--- config.mk ---
export PLATFORM = sky130hd
export DESIGN_NAME = nanprop_unit
export DESIGN_NICKNAME = d
export VERILOG_FILES = /design/src/rtl/nanprop_pkg.sv /design/src/rtl/nanprop_classify.sv /design/src/rtl/nanprop_select.sv /design/src/rtl/nanprop_quiet.sv /design/src/rtl/nanprop_unit.sv
export SDC_FILE = /design/constraint.sdc
export NUM_CORES = 1
export LEC_CHECK = 0
export ABC_AREA = 1
export BUFFER_PORTS_ARGS = -buffer_cell sky130_fd_sc_hd__buf_2
export CAP_MARGIN = 20
export CELL_PAD_IN_SITES_DETAIL_PLACEMENT = 1
export CELL_PAD_IN_SITES_GLOBAL_PLACEMENT = 1
export CORE_MARGIN = 5
export CORE_UTILIZATION = 41
export CTS_BUF_LIST = sky130_fd_sc_hd__clkbuf_8
export DETAILED_ROUTE_END_ITERATION = 8
export PLACE_DENSITY_LB_ADDON = 0.1
export SYNTH_ARGS = -nofsm -noshare
export SYNTH_HDL_FRONTEND = slang
export SYNTH_SLANG_ARGS = --single-unit
--- constraint.sdc ---
create_clock -name clk -period 0.9 [get_ports clk]
set_input_delay 0.045 -clock clk [delete_from_list [all_inputs] [get_ports clk]]
set_output_delay 0.045 -clock clk [all_outputs]
set_load 0.01 [all_outputs]
--- src/rtl/nanprop_pkg.sv ---
package nanprop_pkg;

   // Operand classification
   typedef enum logic [1:0] {
      KIND_NUM    = 2'd0,
      KIND_QUIET  = 2'd1,
      KIND_SIGNAL = 2'd2
   } opnd_kind_e;

   // Propagation policy codes
   localparam logic [1:0] POL_ORDERED   = 2'b00;
   localparam logic [1:0] POL_FIRST_ANY = 2'b01;
   localparam logic [1:0] POL_MAGNITUDE = 2'b10;
   localparam logic [1:0] POL_ALIAS     = 2'b11;

   function automatic int exp_width(input int w);
      return (w == 64) ? 11 : 8;
   endfunction

endpackage

--- src/rtl/nanprop_classify.sv ---
module nanprop_classify
   import nanprop_pkg::*;
#(
   parameter int W = 32
) (
   input  logic [W-1:0] word,
   output opnd_kind_e   kind
);
   localparam int EXP_W  = exp_width(W);
   localparam int FRAC_W = W - 1 - EXP_W;

   logic [EXP_W-1:0]  exp_f;
   logic [FRAC_W-1:0] frac_f;
   logic              exp_ones;
   logic              frac_nz;

   assign exp_f    = word[W-2 -: EXP_W];
   assign frac_f   = word[FRAC_W-1:0];
   assign exp_ones = &exp_f;
   assign frac_nz  = |frac_f;

   always_comb begin
      if (!(exp_ones && frac_nz))
         kind = KIND_NUM;
      else if (frac_f[FRAC_W-1])
         kind = KIND_QUIET;
      else
         kind = KIND_SIGNAL;
   end
endmodule

--- src/rtl/nanprop_select.sv ---
module nanprop_select
   import nanprop_pkg::*;
#(
   parameter int W = 32
) (
   input  logic [W-1:0] word_a,
   input  logic [W-1:0] word_b,
   input  opnd_kind_e   kind_a,
   input  opnd_kind_e   kind_b,
   input  logic [1:0]   policy,
   output logic         pick_b
);
   logic [W-1:0] mag_a;
   logic [W-1:0] mag_b;
   logic         a_bigger;
   logic         pick_ord;
   logic         pick_any;
   logic         pick_mag;

   // Magnitude order with the sign shifted out, positive wins a tie
   assign mag_a = {word_a[W-2:0], 1'b0};
   assign mag_b = {word_b[W-2:0], 1'b0};

   always_comb begin
      if (mag_a > mag_b)
         a_bigger = 1'b1;
      else if (mag_b > mag_a)
         a_bigger = 1'b0;
      else
         a_bigger = (word_a < word_b);
   end

   // Ordered: signaling a, signaling b, quiet a, else b
   always_comb begin
      if (kind_a == KIND_SIGNAL)
         pick_ord = 1'b0;
      else if (kind_b == KIND_SIGNAL)
         pick_ord = 1'b1;
      else if (kind_a == KIND_QUIET)
         pick_ord = 1'b0;
      else
         pick_ord = 1'b1;
   end

   assign pick_any = (kind_a == KIND_NUM);

   // Magnitude policy: quiet beats signaling, equal kinds use magnitude
   always_comb begin
      unique case (kind_a)
         KIND_SIGNAL: begin
            if (kind_b == KIND_SIGNAL)
               pick_mag = !a_bigger;
            else
               pick_mag = (kind_b == KIND_QUIET);
         end
         KIND_QUIET: begin
            if (kind_b == KIND_QUIET)
               pick_mag = !a_bigger;
            else
               pick_mag = 1'b0;
         end
         default: pick_mag = 1'b1;
      endcase
   end

   always_comb begin
      unique case (policy)
         POL_FIRST_ANY: pick_b = pick_any;
         POL_MAGNITUDE: pick_b = pick_mag;
         default:       pick_b = pick_ord;
      endcase
   end
endmodule

--- src/rtl/nanprop_quiet.sv ---
module nanprop_quiet
   import nanprop_pkg::*;
#(
   parameter int W = 32
) (
   input  logic [W-1:0] chosen,
   input  opnd_kind_e   chosen_kind,
   input  logic         dflt_mode,
   input  logic [W-1:0] dflt_word,
   output logic [W-1:0] result
);
   localparam int EXP_W  = exp_width(W);
   localparam int FRAC_W = W - 1 - EXP_W;
   localparam logic [W-1:0] QBIT = {{(W-FRAC_W){1'b0}}, 1'b1, {(FRAC_W-1){1'b0}}};

   always_comb begin
      if (dflt_mode)
         result = dflt_word;
      else if (chosen_kind == KIND_SIGNAL)
         result = chosen | QBIT;
      else
         result = chosen;
   end
endmodule

--- src/rtl/nanprop_unit.sv ---
module nanprop_unit
   import nanprop_pkg::*;
#(
   parameter int W = 32
) (
   input  logic         clk,
   input  logic         rst_n,
   input  logic [W-1:0] op_a,
   input  logic [W-1:0] op_b,
   input  logic [1:0]   policy,
   input  logic         dflt_mode,
   output logic [W-1:0] res,
   output logic         inv_flag
);
   localparam int EXP_W  = exp_width(W);
   localparam int FRAC_W = W - 1 - EXP_W;

   logic [W-1:0] dflt_word;

   // Format variant: canonical NaN per width, reject other widths
   generate
      if (W == 32) begin : g_single
         assign dflt_word = 32'h7FC0_0000;
      end else if (W == 64) begin : g_double
         assign dflt_word = 64'h7FF8_0000_0000_0000;
      end else begin : g_bad
         $error("nanprop_unit: W must be 32 or 64");
         assign dflt_word = {1'b0, {EXP_W{1'b1}}, 1'b1, {(FRAC_W-1){1'b0}}};
      end
   endgenerate

   logic [W-1:0] opnd [2];
   opnd_kind_e   kind [2];

   assign opnd[0] = op_a;
   assign opnd[1] = op_b;

   generate
      for (genvar i = 0; i < 2; i++) begin : g_cls
         nanprop_classify #(.W(W)) u_cls (
            .word (opnd[i]),
            .kind (kind[i])
         );
      end
   endgenerate

   logic         pick_b;
   logic [W-1:0] chosen;
   opnd_kind_e   chosen_kind;
   logic [W-1:0] res_d;
   logic         inv_d;

   nanprop_select #(.W(W)) u_sel (
      .word_a (opnd[0]),
      .word_b (opnd[1]),
      .kind_a (kind[0]),
      .kind_b (kind[1]),
      .policy (policy),
      .pick_b (pick_b)
   );

   assign chosen      = pick_b ? opnd[1] : opnd[0];
   assign chosen_kind = pick_b ? kind[1] : kind[0];

   nanprop_quiet #(.W(W)) u_qt (
      .chosen      (chosen),
      .chosen_kind (chosen_kind),
      .dflt_mode   (dflt_mode),
      .dflt_word   (dflt_word),
      .result      (res_d)
   );

   assign inv_d = (kind[0] == KIND_SIGNAL) || (kind[1] == KIND_SIGNAL);

   always_ff @(posedge clk or negedge rst_n) begin
      if (!rst_n) begin
         res      <= '0;
         inv_flag <= 1'b0;
      end else begin
         res      <= res_d;
         inv_flag <= inv_d;
      end
   end
endmodule

==> implementation parameters, run 1 <==
Parameter                              Value

Run status
  Status    did not finish
  Last stage    clock tree synthesis (4_1_cts)
  First error line in the log    [ERROR DPL-0033] detailed placement checks failed during check placement.

Synth
  Syn Area/Cell    6.96 µm²
  Register bit count reported by yosys    33
  Warning count from the yosys run    0
  Sequential area share after synthesis    22.4%
  Primary FF master, synth    dfrtp_1
  Net count after synthesis    665
  Synth Cell Area    3690 µm²
  Number of flops mapped to enable cells by yosys    0
  Cell count after synthesis    531
  Share of flip-flops with an asynchronous set or reset after synthesis    100%
  Count of cell types in the netlist    28

Placement
  Number of cells in the design after placement    843
  Post-place setup slack    -1.23 ns
  Post-DP HPWL    12.0 mm
  Global placement routability congestion    0.835
  Port Buffer Count    101

Clock network
  Clock Tree Root    clkbuf_8
  Post-cts hold buffer count    1
  Buffer depth of the longest clock path    2
  Number of buffers inserted during clock tree synthesis    5
  Clock sink count    33
  Depth of the CTS H-tree    2
  Setup Buffers After CTS    9
  Number of gates given a new drive strength after cts    146

Floorplanning
  Number of rows created at floorplan    34
  Initial core utilization    42.1%
  Die boundary height    105 µm
  Floorplan die width    105 µm
  Count of pins on the block boundary    102
## cell usage after synthesis, drive strengths merged, types with 2 or more instances
library cell / n / area (µm²)
o21ai: 2 / 10.0
nand3: 56 / 330
ha: 65 / 813
inv: 96 / 360
a21oi: 44 / 295
nand2: 137 / 524
nor2: 67 / 284
dfrtp: 33 / 826
a21o: 3 / 22.5
o211ai: 2 / 15.0
nand4: 6 / 37.5
buf: 14 / 131
## metrics by stage
stage	setup TNS (ns)	instance area [µm²]
after floorplan	-22.30	4120
after global placement	-33.44	5590
after detailed placement	-38.32	5590
## logic make-up after synthesis
group,after synthesis,share of synthesized area [%]
flops,33,22.4
simple gates,269,32.5
fa+ha+maj,65,22.0
buf+inv,111,13.4
compound gates,53,9.69
==> run 2: changes to the inputs <==
--- a/config.mk
+++ b/config.mk
@@ -8,13 +8,10 @@
 export ABC_AREA = 1
 export BUFFER_PORTS_ARGS = -buffer_cell sky130_fd_sc_hd__buf_2
 export CAP_MARGIN = 20
-export CELL_PAD_IN_SITES_DETAIL_PLACEMENT = 1
-export CELL_PAD_IN_SITES_GLOBAL_PLACEMENT = 1
 export CORE_MARGIN = 5
-export CORE_UTILIZATION = 41
-export CTS_BUF_LIST = sky130_fd_sc_hd__clkbuf_8
+export CORE_UTILIZATION = 40
 export DETAILED_ROUTE_END_ITERATION = 8
-export PLACE_DENSITY_LB_ADDON = 0.1
+export PLACE_DENSITY_LB_ADDON = 0.15
 export SYNTH_ARGS = -nofsm -noshare
 export SYNTH_HDL_FRONTEND = slang
 export SYNTH_SLANG_ARGS = --single-unit
==> run 2 against run 1 <==
Against the previous run: the flow now finishes, with violations (setup timing); area after synthesis unchanged; synthesized cell count is the same.
==> implementation parameters, run 2 <==
Parameter                              Value

Run status
  Status    complete, but fails checks
  Violations in the final reports    setup timing

Route
  Vias    4274
  Routed WL per cell    15.4 µm
  Count of unresolved DRC violations after routing    0
  Vias per std cell    4.87
  Number of violations reported at the end of detailed-routing iteration 0    98
  DRT Pass-1 Iters    4
  Count of antenna-violating nets left after detailed routing    0
  Post-Route WL    13.5 mm

Cells and area
  Final std cells w/o fill    877
  Layout cell share with drive strength beyond 1    62.0%
  Register with the most flip-flops    res
  Flip-flop count of the largest register, all copies and words added    32
  Commonest cells after routing, fill and taps aside    buf_4 (115), nand2_1 (101), inv_1 (55)
  Registers with the highest flip-flop counts    res (32), inv_flag (1)
  Synth-to-Final Area Change    93.2%
  Count of antenna diodes in the layout    0
  Net count, final    899
  Leading cell type in the layout, fill and taps excluded    buf_4

Pwr
  Fraction of power consumed by combinational cells    53.0%
  Relative contribution of sequential cells to total power    24.0%
  LEAKAGE    3.56 nW
  Part of the power in the clock network    23.0%
  IR drop worst, VDD    0.662 mV
  Pwr Density    962 nW/µm²
  Total net switching power    0.00250 W
  Switching portion of total power    36.5%
  Internal power of the cells    0.00436 W

Synth
  Share of flip-flops with an asynchronous set or reset after synthesis    100%
  Net count after synthesis    665
  Sequential area share after synthesis    22.4%
  Cell count after synthesis    531
  Count of cell types in the netlist    28
  Share of the synthesized area in the top cell type    22.4%
  Largest cells by area after synthesis    dfrtp_1 (22%), ha_1 (22%), nand2_1 (14%)
  Warning count from the yosys run    0
  Primary FF master, synth    dfrtp_1
  Area leader, netlist    dfrtp_1
  Most numerous cell in the Yosys netlist    nand2_1
  Syn Area/Cell    6.96 µm²
  Register bit count reported by yosys    33
  Number of flops mapped to enable cells by yosys    0
  Synth Cell Area    3690 µm²
  Most used standard cells in the synthesized netlist    nand2_1 (133), inv_1 (95), ha_1 (65)

Clock network
  Number of buffers inserted during clock tree synthesis    5
  Buffer depth of the longest clock path    2
  Clock sink count    33
  Depth of the CTS H-tree    2
  Clock tree from TritonCTS    built
  Clock transition at path regs    0.08 ns
  Clock Tree Root    clkbuf_8

GRT
  Pin count of the biggest net entering global routing    34
  Number of antenna violations at the first check in global routing    0
  Gr usage total    23.7%
  Wire length of the first global-routing pass    21.6 mm
  Vias in the first global route    4567
  Remaining global-route overflow    0

Placement
  Post-DP HPWL    8.96 mm
  Global placement routability congestion    0.912
  Number of cells in the design after placement    840
  Port Buffer Count    101

Timing
  Slew @ Worst Pin    0.295 ns
  Final count of hold timing violations    0
  Worst slew margin relative to its limit    80.2%
  Final critical path time including I/O delays and setup    1.69 ns
  Max Freq    591 MHz
  Final worst-path cycle share    188%
  Slew Limit Fails    0
  RSZ-0062 raised after global routing    true
  Final setup violation count    32
  Total Negative Setup Slacks    -23.24 ns
  PnR worst setup slack    -0.793 ns

Floorplanning
  Die boundary height    106 µm
  Area of the core region    9110 µm²
  Count of pins on the block boundary    102
  Number of rows created at floorplan    35
  Floorplan die width    106 µm
  Initial core utilization    40.5%
  Die area    11300 µm²

Setup path
  Largest fanout on the critical path    6
  Worst Setup Start Kind    input port
  Nature of the critical path endpoint    flip-flop
  Critical path class    input port to flip-flop
  Endpoint arrival time on the critical path    1.87 ns
  Req. time, crit path    1.08 ns

Hold path
  Classification of the worst-slack hold path    input port to flip-flop
  Worst Hold Path EP    res[31]
  HP Start    op_b[31]
  Hold Path Stages    3

Job
  Max cap viols    0
[run 2: repair_timing]
action | CTS | global route
setup endpoints to repair | 33 | 34
resized for setup | 190 | 84
hold buffers | 1 | 0
buffers inserted | 19 | 3
endpoints found under the hold margin | 33 | 0
cloned | 6 | 1
pin swaps | 65 | 36
[run 2: final cells by class]
cell class                      instances  area [µm²]
Clock buffer                            7        86.3
Clock inverter                          1        30.0
Fill cell                             595        1970
Inverter                               96         420
Multi-Input combinational cell        388        3440
Sequential cell                        33         826
Tap cell                              111         139
Timing Repair Buffer                  241        2190
[run 2: worst max path at each step]
stage,cells past startpoint,endpoint,start
2_1_floorplan,17,res[10],op_a[6]
3_3_place_gp,17,res[31],op_a[6]
3_5_place_dp,17,res[15],op_a[6]
4_1_cts,18,res[29],op_a[14]
5_1_grt,20,res[29],op_b[8]
6_report,20,res[29],op_b[8]
[run 2: through the flow]
step	total power, W	utilization, %	setup slack [ns]	area, µm²	hold WS (ns)
after global routing	0.00723	78.3	-0.889	7130	0.0538
after floorplan	0.00306	-	-0.730	4120	-0.251
after global placement	0.00417	61.0	-1.09	5550	0.0228
after detailed placement	0.00422	61.0	-1.12	5550	0.0248
final	0.00686	78.3	-0.793	7130	0.0228
after CTS	0.00659	74.5	-0.708	6790	0.0124
[run 2: per-layer routing]
metal,track usage (%),share of wire (%)
met1,28.5,41
met2,43.4,53
met3,3.64,4.1
met4,7.03,1.5
met5,0,0
[run 2: cell families after synthesis]
group / after synthesis / share of synthesized area [%]
simple gates: 269 / 32.5
buf+inv: 111 / 13.4
fa+ha+maj: 65 / 22.0
compound gates: 53 / 9.69
flops: 33 / 22.4
[run 2: worst max-delay path: stages]
cell     delay, ns
buf_2         0.12
buf_6         0.12
inv_1         0.04
ha_1          0.17
nand2_1       0.06
nand2_1       0.06
nand3_2       0.07
nand2_2       0.07
a21oi_2       0.13
nand2_1       0.06
nand2_1       0.06
nand2_1       0.05
nand4_1       0.07
nand2_1       0.09
nand2_4       0.12
buf_12        0.16
buf_8         0.14
nand2_8       0.08
nand2_2       0.09
nand3_2       0.06
[run 2: power groups by stage]
stage	sequential (W)	clock (W)	combinational [W]
2_1_floorplan	0.00176	0	0.00130
3_3_place_gp	0.00167	0	0.00250
3_5_place_dp	0.00167	0	0.00254
4_1_cts	0.00165	0.00158	0.00336
5_1_grt	0.00166	0.00166	0.00391
6_report	0.00165	0.00158	0.00364
Power figures use the tool's default switching activity.
==> run 3: changes to the inputs <==
--- a/config.mk
+++ b/config.mk
@@ -12,6 +12,7 @@
 export CORE_UTILIZATION = 40
 export DETAILED_ROUTE_END_ITERATION = 8
 export PLACE_DENSITY_LB_ADDON = 0.15
+export SKIP_LAST_GASP = 1
 export SYNTH_ARGS = -nofsm -noshare
 export SYNTH_HDL_FRONTEND = slang
 export SYNTH_SLANG_ARGS = --single-unit
==> run 3 against run 2 <==
Against the previous run: the flow still finishes with violations (setup timing); fmax rose by 0.14%; combinational power fell by 3%; critical endpoint is now res[27]; core utilization fell by 1.7 points; via count fell by 0.23%; global-route usage fell by 0.10 points; die area did not move; hold slack got worse by 0.0049 ns; critical path type unchanged; routed wire length fell by 2.0%.
==> implementation parameters, run 3 (synthesis gave the netlist of run 2 again) <==
Parameter                              Value

Timing
  Max Freq    591 MHz
  Final setup violation count    33
  Final count of hold timing violations    0
  PnR worst setup slack    -0.791 ns
  RSZ-0062 raised after global routing    true
  Final critical path time including I/O delays and setup    1.69 ns
  Slew Limit Fails    0
  Worst slew margin relative to its limit    81.1%
  Final worst-path cycle share    188%
  Slew @ Worst Pin    0.281 ns

Route
  Routed WL per cell    15.1 µm
  Post-Route WL    13.3 mm
  Vias    4264
  Count of antenna-violating nets left after detailed routing    0
  DRT Pass-1 Iters    6
  Vias per std cell    4.86
  Number of violations reported at the end of detailed-routing iteration 0    128
  Count of unresolved DRC violations after routing    0

Floorplanning
  Die area    11300 µm²
  Area of the core region    9110 µm²
  Initial core utilization    40.5%
  Die boundary height    106 µm
  Number of rows created at floorplan    35
  Floorplan die width    106 µm
  Count of pins on the block boundary    102

Pwr
  LEAKAGE    3.54 nW
  Pwr Density    965 nW/µm²
  IR drop worst, VDD    0.652 mV
  Total Power Consumption    0.00673 W

Cells and area
  Net count, final    900
  Register with the most flip-flops    res
  Synth-to-Final Area Change    88.9%
  Final Util    76.6%
  Final std cells w/o fill    878
  Filler Cells Inserted    625
  Leading cell type in the layout, fill and taps excluded    buf_4
  Layout cell share with drive strength beyond 1    59.6%
  Registers with the highest flip-flop counts    res (32), inv_flag (1)
  Count of antenna diodes in the layout    0
  Flip-flop count of the largest register, all copies and words added    32
  Commonest cells after routing, fill and taps aside    buf_4 (119), nand2_1 (107), inv_1 (55)

Hold path
  Classification of the worst-slack hold path    input port to flip-flop

Setup path
  Combined buffer and inverter count along the critical path    4
  Critical path class    input port to flip-flop
  Worst Setup Start Kind    input port
  Max stage delay on crit path    0.27 ns
  Endpoint arrival time on the critical path    1.87 ns
  Kind of cell adding the most delay to the critical path    simple AND/OR/NAND/NOR gates
  Ordered cell list for the critical path    buf_8, inv_4, ha_4, nand2_4, nor2_4, nand2_4, nor2_2, nand4_1, nor2_1, nand2_1, nand4_1, nand2_1, nand2_4, buf_12, buf_8, nand2_8, nand2_1, nand3_2
  Req. time, crit path    1.08 ns
  Nature of the critical path endpoint    flip-flop
  Largest fanout on the critical path    6
  Critical path's slowest cell    ha_4

Clock network
  Clock transition at path regs    0.08 ns
  Clock Tree Root    clkbuf_8
  Buffer depth of the longest clock path    2
  Clock sink count    33
  Clock tree from TritonCTS    built
  Number of buffers inserted during clock tree synthesis    5
  Depth of the CTS H-tree    2

Placement
  Port Buffer Count    101
  Number of cells in the design after placement    840
  Post-DP HPWL    8.96 mm
  Global placement routability congestion    0.912

GRT
  Vias in the first global route    4550
  Number of antenna violations at the first check in global routing    0
  Remaining global-route overflow    0
  Wire length of the first global-routing pass    21.5 mm
  Pin count of the biggest net entering global routing    34
  Gr usage total    23.6%

Job
  Max cap viols    0

Run status
  Violations in the final reports    setup timing
  Status    complete, but fails checks
-- run 3: changes by cell type in the layout (fill, tap and decap cells not counted), sizes merged --
cell / delta
buf: +1
-- run 3: final timing paths --
check,start,endpoint,slack [ns],depth (start not counted)
setup / recovery,op_a[28],res[27],-0.79,18
hold / removal,op_b[31],res[31],0.02,3
max in group asynchronous,rst_n,res[25],0.46,3
min in group asynchronous,rst_n,res[8],0.24,3
-- run 3: per-layer routing --
layer | part of all wire, % | wire (µm) | global-route usage, %
met5 | 0 | 0 | 0
met4 | 1.2 | 153 | 7.12
met3 | 4.4 | 589 | 3.64
met2 | 53 | 6960 | 43.0
met1 | 42 | 5550 | 28.5
-- run 3: final cells by class --
class | instances | area (µm²) | area share (%)
Clock buffer | 7 | 86.3 | 1.24
Clock inverter | 1 | 30.0 | 0.430
Inverter | 96 | 423 | 6.06
Multi-Input combinational cell | 388 | 3300 | 47.3
Sequential cell | 33 | 826 | 11.8
Tap cell | 111 | 139 | 1.99
Timing Repair Buffer | 242 | 2170 | 31.1
-- run 3: power breakdown --
part,internal (W),switching [W]
Clock,0.000905,0.000656
Combinational,0.00179,0.00173
Sequential,0.00161,0.0000323
Total,0.00431,0.00242
-- run 3: stage by stage --
stage               hold slack, ns  setup TNS, ns  instance area (µm²)  worst slack, ns
floorplan                   -0.251         -22.30                 4120           -0.730
global placement            0.0228         -33.98                 5550            -1.09
detailed placement          0.0248         -34.36                 5550            -1.12
CTS                         0.0124         -21.38                 6760           -0.708
global route                0.0538         -27.68                 6980           -0.907
finish                      0.0179         -23.78                 6980           -0.791
-- run 3: timing repair --
item / in CTS / in global routing
setup buffers: 19 / 4
gates cloned: 6 / 1
hold buffers: 1 / 0
pin swaps: 65 / 39
resized for setup: 184 / 53
endpoints found under the hold margin: 33 / 0
setup endpoints to repair: 33 / 34
-- run 3: tightest hold or removal path, cell delays in order --
cell	delay (ns)
buf_2	0.11
a21oi_2	0.03
nor2_1	0.09
==> run 4: changes to the inputs <==
--- a/config.mk
+++ b/config.mk
@@ -9,7 +9,7 @@
 export BUFFER_PORTS_ARGS = -buffer_cell sky130_fd_sc_hd__buf_2
 export CAP_MARGIN = 20
 export CORE_MARGIN = 5
-export CORE_UTILIZATION = 40
+export CORE_UTILIZATION = 36
 export DETAILED_ROUTE_END_ITERATION = 8
 export PLACE_DENSITY_LB_ADDON = 0.15
 export SKIP_LAST_GASP = 1
==> run 4 against run 3 <==
Against the previous run: the run still ends with setup timing left; clock-buffer cell count is the same; cell area down 4.6%; cell count up 1.5%; critical endpoint is now res[18]; largest power group unchanged.
==> implementation parameters, run 4 (synthesis gave the netlist of run 2 again) <==
Parameter                              Value

Route
  DRT Pass-1 Iters    4
  Count of unresolved DRC violations after routing    0
  Number of violations reported at the end of detailed-routing iteration 0    177
  Post-Route WL    12.8 mm
  Vias per std cell    4.67
  Routed WL per cell    14.4 µm
  Count of antenna-violating nets left after detailed routing    0
  Vias    4160

GRT
  Remaining global-route overflow    0
  Wire length of the first global-routing pass    21.2 mm
  Vias in the first global route    4432
  Pin count of the biggest net entering global routing    34
  Gr usage total    20.9%
  Number of antenna violations at the first check in global routing    0

Placement
  Post-DP HPWL    9.25 mm
  Global placement routability congestion    0.875
  Port Buffer Count    101
  Placed inst area    5580 µm²
  Number of cells in the design after placement    863

Pwr
  Total Power Consumption    0.00612 W
  Pwr Density    920 nW/µm²
  IR drop worst, VDD    0.557 mV
  LEAKAGE    3.39 nW

Cells and area
  Final non-filler cell area    6650 µm²
  Count of antenna diodes in the layout    0
  Filler Cells Inserted    863
  Net count, final    889
  Final std cells w/o fill    891
  Layout cell share with drive strength beyond 1    57.6%
  Registers with the highest flip-flop counts    res (32), inv_flag (1)
  Synth-to-Final Area Change    80.1%
  Commonest cells after routing, fill and taps aside    nand2_1 (115), buf_4 (109), buf_2 (77)
  Leading cell type in the layout, fill and taps excluded    nand2_1
  Register with the most flip-flops    res
  Flip-flop count of the largest register, all copies and words added    32

Timing
  Final setup violation count    32
  Max Freq    595 MHz
  Worst slew margin relative to its limit    81.0%
  Final critical path time including I/O delays and setup    1.68 ns
  PnR worst setup slack    -0.781 ns
  Slew @ Worst Pin    0.285 ns
  Final worst-path cycle share    187%
  RSZ-0062 raised after global routing    true
  Slew Limit Fails    0
  Hold_ws    0.0258 ns
  Final count of hold timing violations    0

Run status
  Status    complete, but fails checks
  Violations in the final reports    setup timing

Setup path
  Worst Setup Start Kind    input port
  Nature of the critical path endpoint    flip-flop
  Endpoint arrival time on the critical path    1.86 ns
  Req. time, crit path    1.08 ns
  Critical path class    input port to flip-flop
  Largest fanout on the critical path    8

Clock network
  Clock sink count    33
  Clock Tree Root    clkbuf_8
  Depth of the CTS H-tree    2
  Clock transition at path regs    0.08 ns
  Number of buffers inserted during clock tree synthesis    5
  Buffer depth of the longest clock path    2
  Clock tree from TritonCTS    built

Floorplanning
  Initial core utilization    36.3%
  Area of the core region    10200 µm²
  Die area    12400 µm²
  Number of rows created at floorplan    37
  Count of pins on the block boundary    102
  Die boundary height    111 µm
  Floorplan die width    111 µm

Hold path
  Classification of the worst-slack hold path    input port to flip-flop

Job
  Max cap viols    0
## run 4: power breakdown
| group | internal [W] | leakage (nW) | switching (W) | total, W |
|---|---|---|---|---|
| logic | 0.00163 | 2.94 | 0.00164 | 0.00327 |
| clock network | 0.000608 | 0.0443 | 0.000587 | 0.00119 |
| registers | 0.00162 | 0.401 | 0.0000383 | 0.00165 |
| total | 0.00386 | 3.39 | 0.00227 | 0.00612 |
## run 4: repair_timing
item / 4_1_cts / 5_1_grt
pin swaps: 46 / 42
cloned: 7 / 0
setup buffers: 9 / 5
hold buffers: 1 / 0
resized for setup: 104 / 76
endpoints found under the setup margin: 33 / 35
endpoints found under the hold margin: 33 / 0
## run 4: metrics by stage
step / setup TNS [ns] / utilization, % / setup slack, ns
after floorplan: -22.30 / - / -0.730
after global placement: -35.13 / 54.8 / -1.10
after detailed placement: -36.00 / 54.8 / -1.13
after CTS: -21.29 / 62.4 / -0.683
after global routing: -28.62 / 65.3 / -0.938
final: -23.98 / 65.3 / -0.781
## run 4: worst max-delay path, stage by stage
cell and delay (ns):
buf_4 0.10, inv_2 0.05, ha_4 0.27, nand2_2 0.06, nor2_2 0.12, nand3_2 0.09
nor2_2 0.13, nand4_1 0.10, nor2_1 0.11, nand2_1 0.06, nand4_1 0.09, nand2_2 0.07
nand2_4 0.12, buf_6 0.14, buf_12 0.14, nand3_2 0.06, nand2_1 0.06, nor2_1 0.04
## run 4: worst paths after layout
| path | from | end | slack [ns] | cells after the start |
|---|---|---|---|---|
| worst max-delay path | op_a[1] | res[18] | -0.78 | 18 |
| worst min-delay path | op_b[25] | res[25] | 0.03 | 3 |
| max in group asynchronous | rst_n | res[27] | 0.47 | 3 |
| min in group asynchronous | rst_n | inv_flag | 0.24 | 3 |
## run 4: area by class of cell
type,instances,area (µm²),share of cell area [%]
Multi-Input combinational cell,387,3240,48.7
Timing Repair Buffer,232,1920,28.9
Sequential cell,33,826,12.4
Inverter,96,410,6.17
Tap cell,136,170,2.56
Clock buffer,7,86.3,1.30
## run 4: layer usage
| metal | routed length, µm | vias to the layer above | global-route usage [%] |
|---|---|---|---|
| met2 | 6500 | 97 | 36.5 |
| met5 | 0 | - | 0 |
| li1 | - | 2108 | - |
| met4 | 167 | 0 | 6.24 |
| met3 | 566 | 13 | 3.98 |
| met1 | 5550 | 1942 | 25.9 |
